File: src/rtl/kwdg_pkg.sv
package kwdg_pkg;
  localparam int KEY_W  = 16;
  localparam int PSC_W  = 3;
  localparam int PDIV_W = 8;

  localparam logic [KEY_W-1:0] KEY_UNLOCK = 16'h5555;
  localparam logic [KEY_W-1:0] KEY_FEED   = 16'hAAAA;
  localparam logic [KEY_W-1:0] KEY_START  = 16'hCCCC;

  typedef enum logic [1:0] {
    SEL_KEY = 2'd0,
    SEL_PSC = 2'd1,
    SEL_RLD = 2'd2,
    SEL_STS = 2'd3
  } reg_sel_e;

  // Terminal value of the prescaler phase counter: division minus one.
  function automatic logic [PDIV_W-1:0] psc_terminal(input logic [PSC_W-1:0] code);
    if (code >= 3'd6) return {PDIV_W{1'b1}};
    return (PDIV_W'(4) << code) - PDIV_W'(1);
  endfunction
endpackage

File: src/rtl/kwdg_keyctl.sv
module kwdg_keyctl
  import kwdg_pkg::*;
(
  input  logic             clk,
  input  logic             rst_n,
  input  logic             hw_start,
  input  logic             key_wr,
  input  logic [KEY_W-1:0] key_val,
  output logic             unlocked,
  output logic             running,
  output logic             load_cnt
);
  logic unlocked_q, running_q;
  logic is_start, is_feed;

  assign is_start = key_wr && (key_val == KEY_START);
  assign is_feed  = key_wr && (key_val == KEY_FEED);

  always_ff @(posedge clk or negedge rst_n) begin
    if (!rst_n) begin
      unlocked_q <= 1'b0;
      running_q  <= 1'b0;
    end else begin
      if (key_wr) unlocked_q <= (key_val == KEY_UNLOCK);
      running_q <= running_q | hw_start | is_start;
    end
  end

  assign unlocked = unlocked_q;
  assign running  = running_q;
  assign load_cnt = is_start | is_feed;

  AST_RUN_STICKY: assert property (@(posedge clk) disable iff (!rst_n)
    running_q |=> running_q);
  AST_UNLOCK_BY_KEY: assert property (@(posedge clk) disable iff (!rst_n)
    $rose(unlocked_q) |-> ($past(key_wr) && $past(key_val) == KEY_UNLOCK));
endmodule

File: src/rtl/kwdg_cfgregs.sv
module kwdg_cfgregs
  import kwdg_pkg::*;
#(
  parameter int CNT_W      = 12,
  parameter int BUSY_TICKS = 3
) (
  input  logic             clk,
  input  logic             rst_n,
  input  logic             slow_tick,
  input  logic             unlocked,
  input  logic             wr_psc,
  input  logic             wr_rld,
  input  logic [PSC_W-1:0] psc_in,
  input  logic [CNT_W-1:0] rld_in,
  output logic [PSC_W-1:0] psc_code,
  output logic [CNT_W-1:0] reload_val,
  output logic [1:0]       busy
);
  localparam int BW = $clog2(BUSY_TICKS + 1);

  logic [PSC_W-1:0] psc_q;
  logic [CNT_W-1:0] rld_q;
  logic [1:0]       accept;

  assign accept[0] = wr_psc && unlocked;
  assign accept[1] = wr_rld && unlocked;

  always_ff @(posedge clk or negedge rst_n) begin
    if (!rst_n) begin
      psc_q <= '0;
      rld_q <= '1;
    end else begin
      if (accept[0]) psc_q <= psc_in;
      if (accept[1]) rld_q <= rld_in;
    end
  end

  for (genvar i = 0; i < 2; i++) begin : g_busy
    logic [BW-1:0] bcnt;
    always_ff @(posedge clk or negedge rst_n) begin
      if (!rst_n)                       bcnt <= '0;
      else if (accept[i])               bcnt <= BW'(BUSY_TICKS);
      else if (slow_tick && bcnt != '0) bcnt <= bcnt - BW'(1);
    end
    assign busy[i] = (bcnt != '0);

    AST_BUSY_SET: assert property (@(posedge clk) disable iff (!rst_n)
      accept[i] |=> busy[i]);
  end

  assign psc_code   = psc_q;
  assign reload_val = rld_q;

  AST_LOCKED_PSC: assert property (@(posedge clk) disable iff (!rst_n)
    !unlocked |=> $stable(psc_q));
  AST_LOCKED_RLD: assert property (@(posedge clk) disable iff (!rst_n)
    !unlocked |=> $stable(rld_q));
endmodule

File: src/rtl/kwdg_prescaler.sv
module kwdg_prescaler
  import kwdg_pkg::*;
(
  input  logic             clk,
  input  logic             rst_n,
  input  logic             run,
  input  logic             restart,
  input  logic             slow_tick,
  input  logic [PSC_W-1:0] psc_code,
  output logic             dec_tick
);
  logic [PDIV_W-1:0] phase_q;
  logic [PDIV_W-1:0] term;

  assign term     = psc_terminal(psc_code);
  assign dec_tick = run && slow_tick && !restart && (phase_q >= term);

  always_ff @(posedge clk or negedge rst_n) begin
    if (!rst_n)              phase_q <= '0;
    else if (!run || restart) phase_q <= '0;
    else if (slow_tick)      phase_q <= dec_tick ? '0 : phase_q + PDIV_W'(1);
  end
endmodule

File: src/rtl/kwdg_downcnt.sv
module kwdg_downcnt #(
  parameter int CNT_W = 12
) (
  input  logic             clk,
  input  logic             rst_n,
  input  logic             load,
  input  logic             dec_tick,
  input  logic [CNT_W-1:0] reload_val,
  output logic             fire
);
  logic [CNT_W-1:0] cnt_q;
  logic             fire_q;
  logic             at_zero;

  assign at_zero = (cnt_q == '0);

  always_ff @(posedge clk or negedge rst_n) begin
    if (!rst_n) begin
      cnt_q  <= '1;
      fire_q <= 1'b0;
    end else begin
      fire_q <= dec_tick && at_zero && !load;
      if (load)          cnt_q <= reload_val;
      else if (dec_tick) cnt_q <= at_zero ? reload_val : cnt_q - CNT_W'(1);
    end
  end

  assign fire = fire_q;

  AST_PULSE_SINGLE: assert property (@(posedge clk) disable iff (!rst_n)
    fire_q |=> !fire_q);
  AST_FIRE_RELOADS: assert property (@(posedge clk) disable iff (!rst_n)
    fire_q |-> (cnt_q == $past(reload_val)));
endmodule

File: src/rtl/keyed_wdog.sv
module keyed_wdog
  import kwdg_pkg::*;
#(
  parameter int CNT_W      = 12,
  parameter int BUSY_TICKS = 3
) (
  input  logic        clk,
  input  logic        rst_n,
  input  logic        hw_start,
  input  logic        slow_tick,
  input  logic        wr_en,
  input  logic [1:0]  wr_addr,
  input  logic [15:0] wr_data,
  input  logic [1:0]  rd_addr,
  output logic [15:0] rd_data,
  output logic        wdt_rst
);
  logic             unlocked, running, load_cnt, dec_tick;
  logic [PSC_W-1:0] psc_code;
  logic [CNT_W-1:0] reload_val;
  logic [1:0]       busy;
  logic             key_wr, psc_wr, rld_wr;

  assign key_wr = wr_en && (wr_addr == SEL_KEY);
  assign psc_wr = wr_en && (wr_addr == SEL_PSC);
  assign rld_wr = wr_en && (wr_addr == SEL_RLD);

  kwdg_keyctl u_keyctl (
    .clk(clk), .rst_n(rst_n), .hw_start(hw_start),
    .key_wr(key_wr), .key_val(wr_data),
    .unlocked(unlocked), .running(running), .load_cnt(load_cnt)
  );

  kwdg_cfgregs #(.CNT_W(CNT_W), .BUSY_TICKS(BUSY_TICKS)) u_cfg (
    .clk(clk), .rst_n(rst_n), .slow_tick(slow_tick), .unlocked(unlocked),
    .wr_psc(psc_wr), .wr_rld(rld_wr),
    .psc_in(wr_data[PSC_W-1:0]), .rld_in(wr_data[CNT_W-1:0]),
    .psc_code(psc_code), .reload_val(reload_val), .busy(busy)
  );

  kwdg_prescaler u_psc (
    .clk(clk), .rst_n(rst_n), .run(running), .restart(load_cnt),
    .slow_tick(slow_tick), .psc_code(psc_code), .dec_tick(dec_tick)
  );

  kwdg_downcnt #(.CNT_W(CNT_W)) u_cnt (
    .clk(clk), .rst_n(rst_n), .load(load_cnt), .dec_tick(dec_tick),
    .reload_val(reload_val), .fire(wdt_rst)
  );

  always_comb begin
    case (rd_addr)
      SEL_PSC: rd_data = {{(16-PSC_W){1'b0}}, psc_code};
      SEL_RLD: rd_data = {{(16-CNT_W){1'b0}}, reload_val};
      SEL_STS: rd_data = {14'd0, busy};
      default: rd_data = '0;
    endcase
  end

  AST_IDLE_SILENT: assert property (@(posedge clk) disable iff (!rst_n)
    !running |-> !wdt_rst);
endmodule

File: config.mk
export PLATFORM = sky130hd
export DESIGN_NAME = keyed_wdog
export DESIGN_NICKNAME = d
export VERILOG_FILES = /design/src/rtl/kwdg_pkg.sv /design/src/rtl/kwdg_keyctl.sv /design/src/rtl/kwdg_cfgregs.sv /design/src/rtl/kwdg_prescaler.sv /design/src/rtl/kwdg_downcnt.sv /design/src/rtl/keyed_wdog.sv
export SDC_FILE = /design/constraint.sdc
export NUM_CORES = 1
export LEC_CHECK = 0
export BUFFER_PORTS_ARGS = -buffer_cell sky130_fd_sc_hd__buf_2
export CORE_MARGIN = 2
export CORE_UTILIZATION = 57
export CTS_CLUSTER_DIAMETER = 60
export CTS_CLUSTER_SIZE = 16
export DETAILED_ROUTE_END_ITERATION = 6
export PLACE_DENSITY = 0.87
export SYNTH_ARGS = -nofsm -noshare
export SYNTH_HDL_FRONTEND = slang
export SYNTH_HIERARCHICAL = 1
export SYNTH_SLANG_ARGS = --single-unit
File: constraint.sdc
create_clock -name clk -period 2.8 [get_ports clk]
set_clock_uncertainty 0.1 [all_clocks]
set_input_delay 0.56 -clock clk [delete_from_list [all_inputs] [get_ports clk]]
set_output_delay 0.56 -clock clk [all_outputs]
set_load 0.01 [all_outputs]
==> results.md <==
- After floorplanning, the core was divided into 25 placement rows.
- The congestion estimate from routability-driven global placement came to 0.856.
- The via count of the first global-routing pass is 2218.
- In this run the post-CTS setup repair buffer count came out at 0.
- Port buffering added 37 buffers.
- The total via count after detailed routing is 2224.
- The placed cell count is between 300 and 400.
- The die is 74.0 µm wide.
- After detailed routing, the number of vias per cell comes to 5.93.
- After filler insertion, the fill cell instance count of the layout stands at ~350.
- In this run, the combinational gates consume 34.3% of the power.
- The normalized max-slew margin is 38.8%.
- The worst register-to-register path ends at u_cnt/cnt_q[3].
- Based on the critical path, the design can be clocked at up to around 380 MHz.
- Summing the areas of all xor and xnor instances in the mapped netlist gives 0.628% of the synthesized area.
- The adder-cell area share of the yosys netlist is 4.93%.
- The critical path start-end classification is register to register.
- For the worst flop-to-flop path, the logic depth is 9.
- Setup violations remaining at the end of the flow were counted as 0.
- The clock network is responsible for 19.3% of the overall power.
- The overall routed net length is 6210 µm.
- Sorting the synthesized cells by area gives the leading types as sky130_fd_sc_hd__dfstp_2, sky130_fd_sc_hd__dfrtp_1, sky130_fd_sc_hd__ha_1.
- The proportion of layout cells with a drive suffix above 1 is 37.7%.
- For this design the total switching power over the nets is 734 µW.
- Summed over its instances, the top area cell type makes up between 20% and 30% of the synthesized netlist area.
- The clock net in this run drives a total of 42 sinks.
- The pin count of the biggest net entering global routing is 43.
- Across the VDD grid, the largest voltage drop is 593 µV.
- The biggest area contributor in the post-synthesis netlist is sky130_fd_sc_hd__dfstp_2.
- In this run the critical register-to-register path is launched from u_cfg/psc_code[2].
- The count of mapped cells out of synthesis is 266.
- Hold is met by 0.298 ns.
- After synthesis, the share of flip-flops with an asynchronous set or reset is 100%.
- The repair_antennas step left the layout with diodes totalling 0.
- The count of nets left with antenna violations once routing finished came out at 0.
- Tracing the worst setup path back leads to its startpoint at u_cfg/psc_code[2].
- The dominant combinational cell family by area after synthesis is simple AND/OR/NAND/NOR gates.
- Counting along the longest clock path gives a buffer depth of 2.
- Once layout is complete, the cells apart from fillers number roughly 380.
- The clock period could shrink to 2.61 ns.
- The max-cap check violation count is 0.
- The initial antenna violation count is 0.
- The count of flip-flops with a built-in enable after synthesis is 0.
- The critical path arrival is between 2 and 3 ns.
- For the pin with the worst max-slew slack, the measured transition is 0.917 ns.
- The most common flop cell mapped by yosys is sky130_fd_sc_hd__dfstp_2.
- The worst setup path is captured at a register.
- The simple-gate share of the synthesized area is 24.2%.
- The count of final max-slew check failures was 0.
- The count of final hold-check violations was 0.
- The first routing iteration left ~140 violations.
- The top-level I/O count is 42.
- The startpoint type of the worst setup path is a register.
- The flow ran to the end, and the final reports show no timing, DRC or antenna violations.
- The class of the tightest hold or removal check is primary input to async pin.
- The total CTS buffers is 5.
- The die covers about 5500 µm².
- The net total in the final layout is 343.
- A synthesized cell averages between 10 and 15 µm².
- The leakage power is 0.00146 µW.
- The synthesized netlist devotes 17.4% of its cell area to compound gates.
- The first detailed-routing pass took 4 iterations.
- The total global-route track usage is 24.4%.
- The first global-routing pass estimated 10300 µm of wire.
- Of the total power, the share spent switching nets is roughly a third.
- Summed over all layers, the global routing overflow is 0.
- Setup repair after global routing left no endpoint under its margin.
- In the final routed layout, each cell accounts on average for 16.6 µm.
- The total area inside the core boundary comes to approximately 4700 µm².
- The Yosys step of the flow raised 6 warnings.
- The share of total power dissipated in sequential elements is a little under half.
- The register bit total from synthesis is 42.
- The worst register-to-register path has a setup slack of between 0.15 and 0.2 ns.
- Multiplexer cells account for ~8.1% of the synthesized area.
- Dividing total power by cell area gives a power density of about 670 nW/µm².
- The initial utilization of the core area, before any placement, comes to 59.1%.
- The count of distinct cell types in the synthesized netlist is 65.
- After clock tree synthesis, the clock-pin slew on the worst setup and hold paths is 0.08 ns.
- TritonCTS built the clock tree.
- The internal power component is 1360 µW.
- The insertion delay to the later sink of the worst-skew pair is ~0.3 ns.
- The die is between 70 and 80 µm tall.
- The H-tree was split into 2 levels.
- The root buffer cell is sky130_fd_sc_hd__clkbuf_8.
- The final critical path takes up 93.1% of the cycle.
- The data required time at the worst endpoint is 2.93 ns.
- Of all nets on the critical path, the largest fanout is 9.
- After synthesis, flip-flops and latches occupy 38.7% of the total area.
- In the routed design, unresolved DRC markers number 0.
- The final sum of negative setup slack is 0 ns.
- The mapped netlist covers 2790 µm².
- The sum of net half-perimeters after detailed placement is between 4000 and 5000 µm.
- From synthesis to final layout, the design area changed by 11.8%.
-- per-layer routing --
metal  GRT usage (%)  vias up  wire length, µm
li1                -     1061                -
met1            31.2     1097             2670
met2            42.7       56             3210
met3            4.20       10              260
met4            7.47        0               76
met5               0        -                0
-- how the worst max path moves through the flow --
stage                          end  cells after the start  slack, ns
global route        u_cnt/cnt_q[3]                      9       0.06
finish              u_cnt/cnt_q[3]                      9       0.19
global placement    u_cnt/cnt_q[3]                     10       0.18
floorplan           u_cnt/cnt_q[3]                     10       0.42
detailed placement  u_cnt/cnt_q[3]                     10       0.07
CTS                 u_cnt/cnt_q[3]                      9       0.14
-- Yosys cell counts, types with 6 or more instances --
library cell and instances:
sky130_fd_sc_hd__mux2_4 9, sky130_fd_sc_hd__nand2_1 14, sky130_fd_sc_hd__a21oi_1 13, sky130_fd_sc_hd__o31ai_1 6, sky130_fd_sc_hd__and2_1 10, sky130_fd_sc_hd__nand3_1 7
sky130_fd_sc_hd__dfrtp_1 18, sky130_fd_sc_hd__inv_1 17, sky130_fd_sc_hd__a21o_1 6, sky130_fd_sc_hd__o21ai_0 7, sky130_fd_sc_hd__buf_4 7, sky130_fd_sc_hd__nor2_1 13
sky130_fd_sc_hd__dfstp_2 24, sky130_fd_sc_hd__ha_1 11, sky130_fd_sc_hd__mux2_2 8
-- flip-flops by register name, summed over array words and instances, names as in the netlist --
register and count:
u_cfg/g_busy.bcnt 4, u_cfg/reload_val 12, u_psc/phase_q 8, u_keyctl/unlocked 1, u_keyctl/running 1, u_cnt/fire 1
u_cnt/cnt_q 12, u_cfg/psc_code 3
-- worst max-delay path, cell delays in order, from the launching register on --
cell and delay (ns):
sky130_fd_sc_hd__dfrtp_1 0.47, sky130_fd_sc_hd__o21ai_0 0.15, sky130_fd_sc_hd__ha_1 0.31, sky130_fd_sc_hd__nand2_1 0.09, sky130_fd_sc_hd__o21ai_0 0.19, sky130_fd_sc_hd__o211a_2 0.31
sky130_fd_sc_hd__inv_1 0.12, sky130_fd_sc_hd__or4_2 0.55, sky130_fd_sc_hd__a21oi_1 0.17, sky130_fd_sc_hd__a2bb2oi_1 0.08
-- kinds of logic after synthesis --
| kind of cell | Yosys count |
|---|---|
| and+or+nand+nor | 99 |
| AOI/OAI and AO/OA | 63 |
| DFF | 42 |
| buffers and inverters | 31 |
| muxes | 17 |
| adders and majority gates | 11 |
| xor gates and xnor gates | 2 |
| other | 1 |
-- stage by stage --
step                      setup WS (ns)  instance area [µm²]  utilization (%)  total power, µW
after global placement            0.184                 3030             64.1             1640
after detailed placement         0.0665                 3030             64.1             1680
after CTS                         0.143                 3120             66.0             2090
after floorplan                   0.420                 2800                -             1460
final                             0.194                 3120             66.0             2090
after global routing             0.0579                 3120             66.0             2230
-- power by group through the flow --
stage	logic (µW)	registers, µW	clock network [µW]
2_1_floorplan	538	925	0
3_3_place_gp	669	971	0
3_5_place_dp	705	977	0
4_1_cts	715	969	408
5_1_grt	805	994	433
6_report	719	970	405
-- layout make-up --
class,count,area (µm²),area share (%)
Multi-Input combinational cell,196,1550,49.8
Sequential cell,42,1080,34.7
Timing Repair Buffer,45,245,7.86
Clock buffer,7,86.3,2.77
Tap cell,67,83.8,2.69
Inverter,17,63.8,2.05
Clock inverter,1,5.00,0.160
-- cell usage in the layout, fill, tap and decap left out, types with 5 or more instances in the layout --
| cell | count |
|---|---|
| sky130_fd_sc_hd__nand3_1 | 7 |
| sky130_fd_sc_hd__o31ai_1 | 6 |
| sky130_fd_sc_hd__dfstp_2 | 24 |
| sky130_fd_sc_hd__buf_4 | 8 |
| sky130_fd_sc_hd__nand2b_1 | 5 |
| sky130_fd_sc_hd__and2_1 | 10 |
| sky130_fd_sc_hd__o2bb2ai_1 | 5 |
| sky130_fd_sc_hd__inv_1 | 17 |
| sky130_fd_sc_hd__nand2_1 | 14 |
| sky130_fd_sc_hd__mux2_4 | 9 |
| sky130_fd_sc_hd__nor2_1 | 13 |
| sky130_fd_sc_hd__clkbuf_8 | 6 |
| sky130_fd_sc_hd__buf_2 | 37 |
| sky130_fd_sc_hd__a22o_1 | 5 |
| sky130_fd_sc_hd__and3_1 | 5 |
| sky130_fd_sc_hd__nand4_1 | 5 |
| sky130_fd_sc_hd__dfrtp_1 | 18 |
| sky130_fd_sc_hd__o21ai_0 | 7 |
| sky130_fd_sc_hd__mux2_2 | 8 |
| sky130_fd_sc_hd__a21o_1 | 6 |
| sky130_fd_sc_hd__a21oi_1 | 13 |
| sky130_fd_sc_hd__ha_1 | 11 |
-- timing repair --
action                                  in CTS  in global routing
hold buffers                                 0                  0
resized for setup                            0                  1
endpoints found under the setup margin       0                  1
Power figures use the tool's default switching activity.
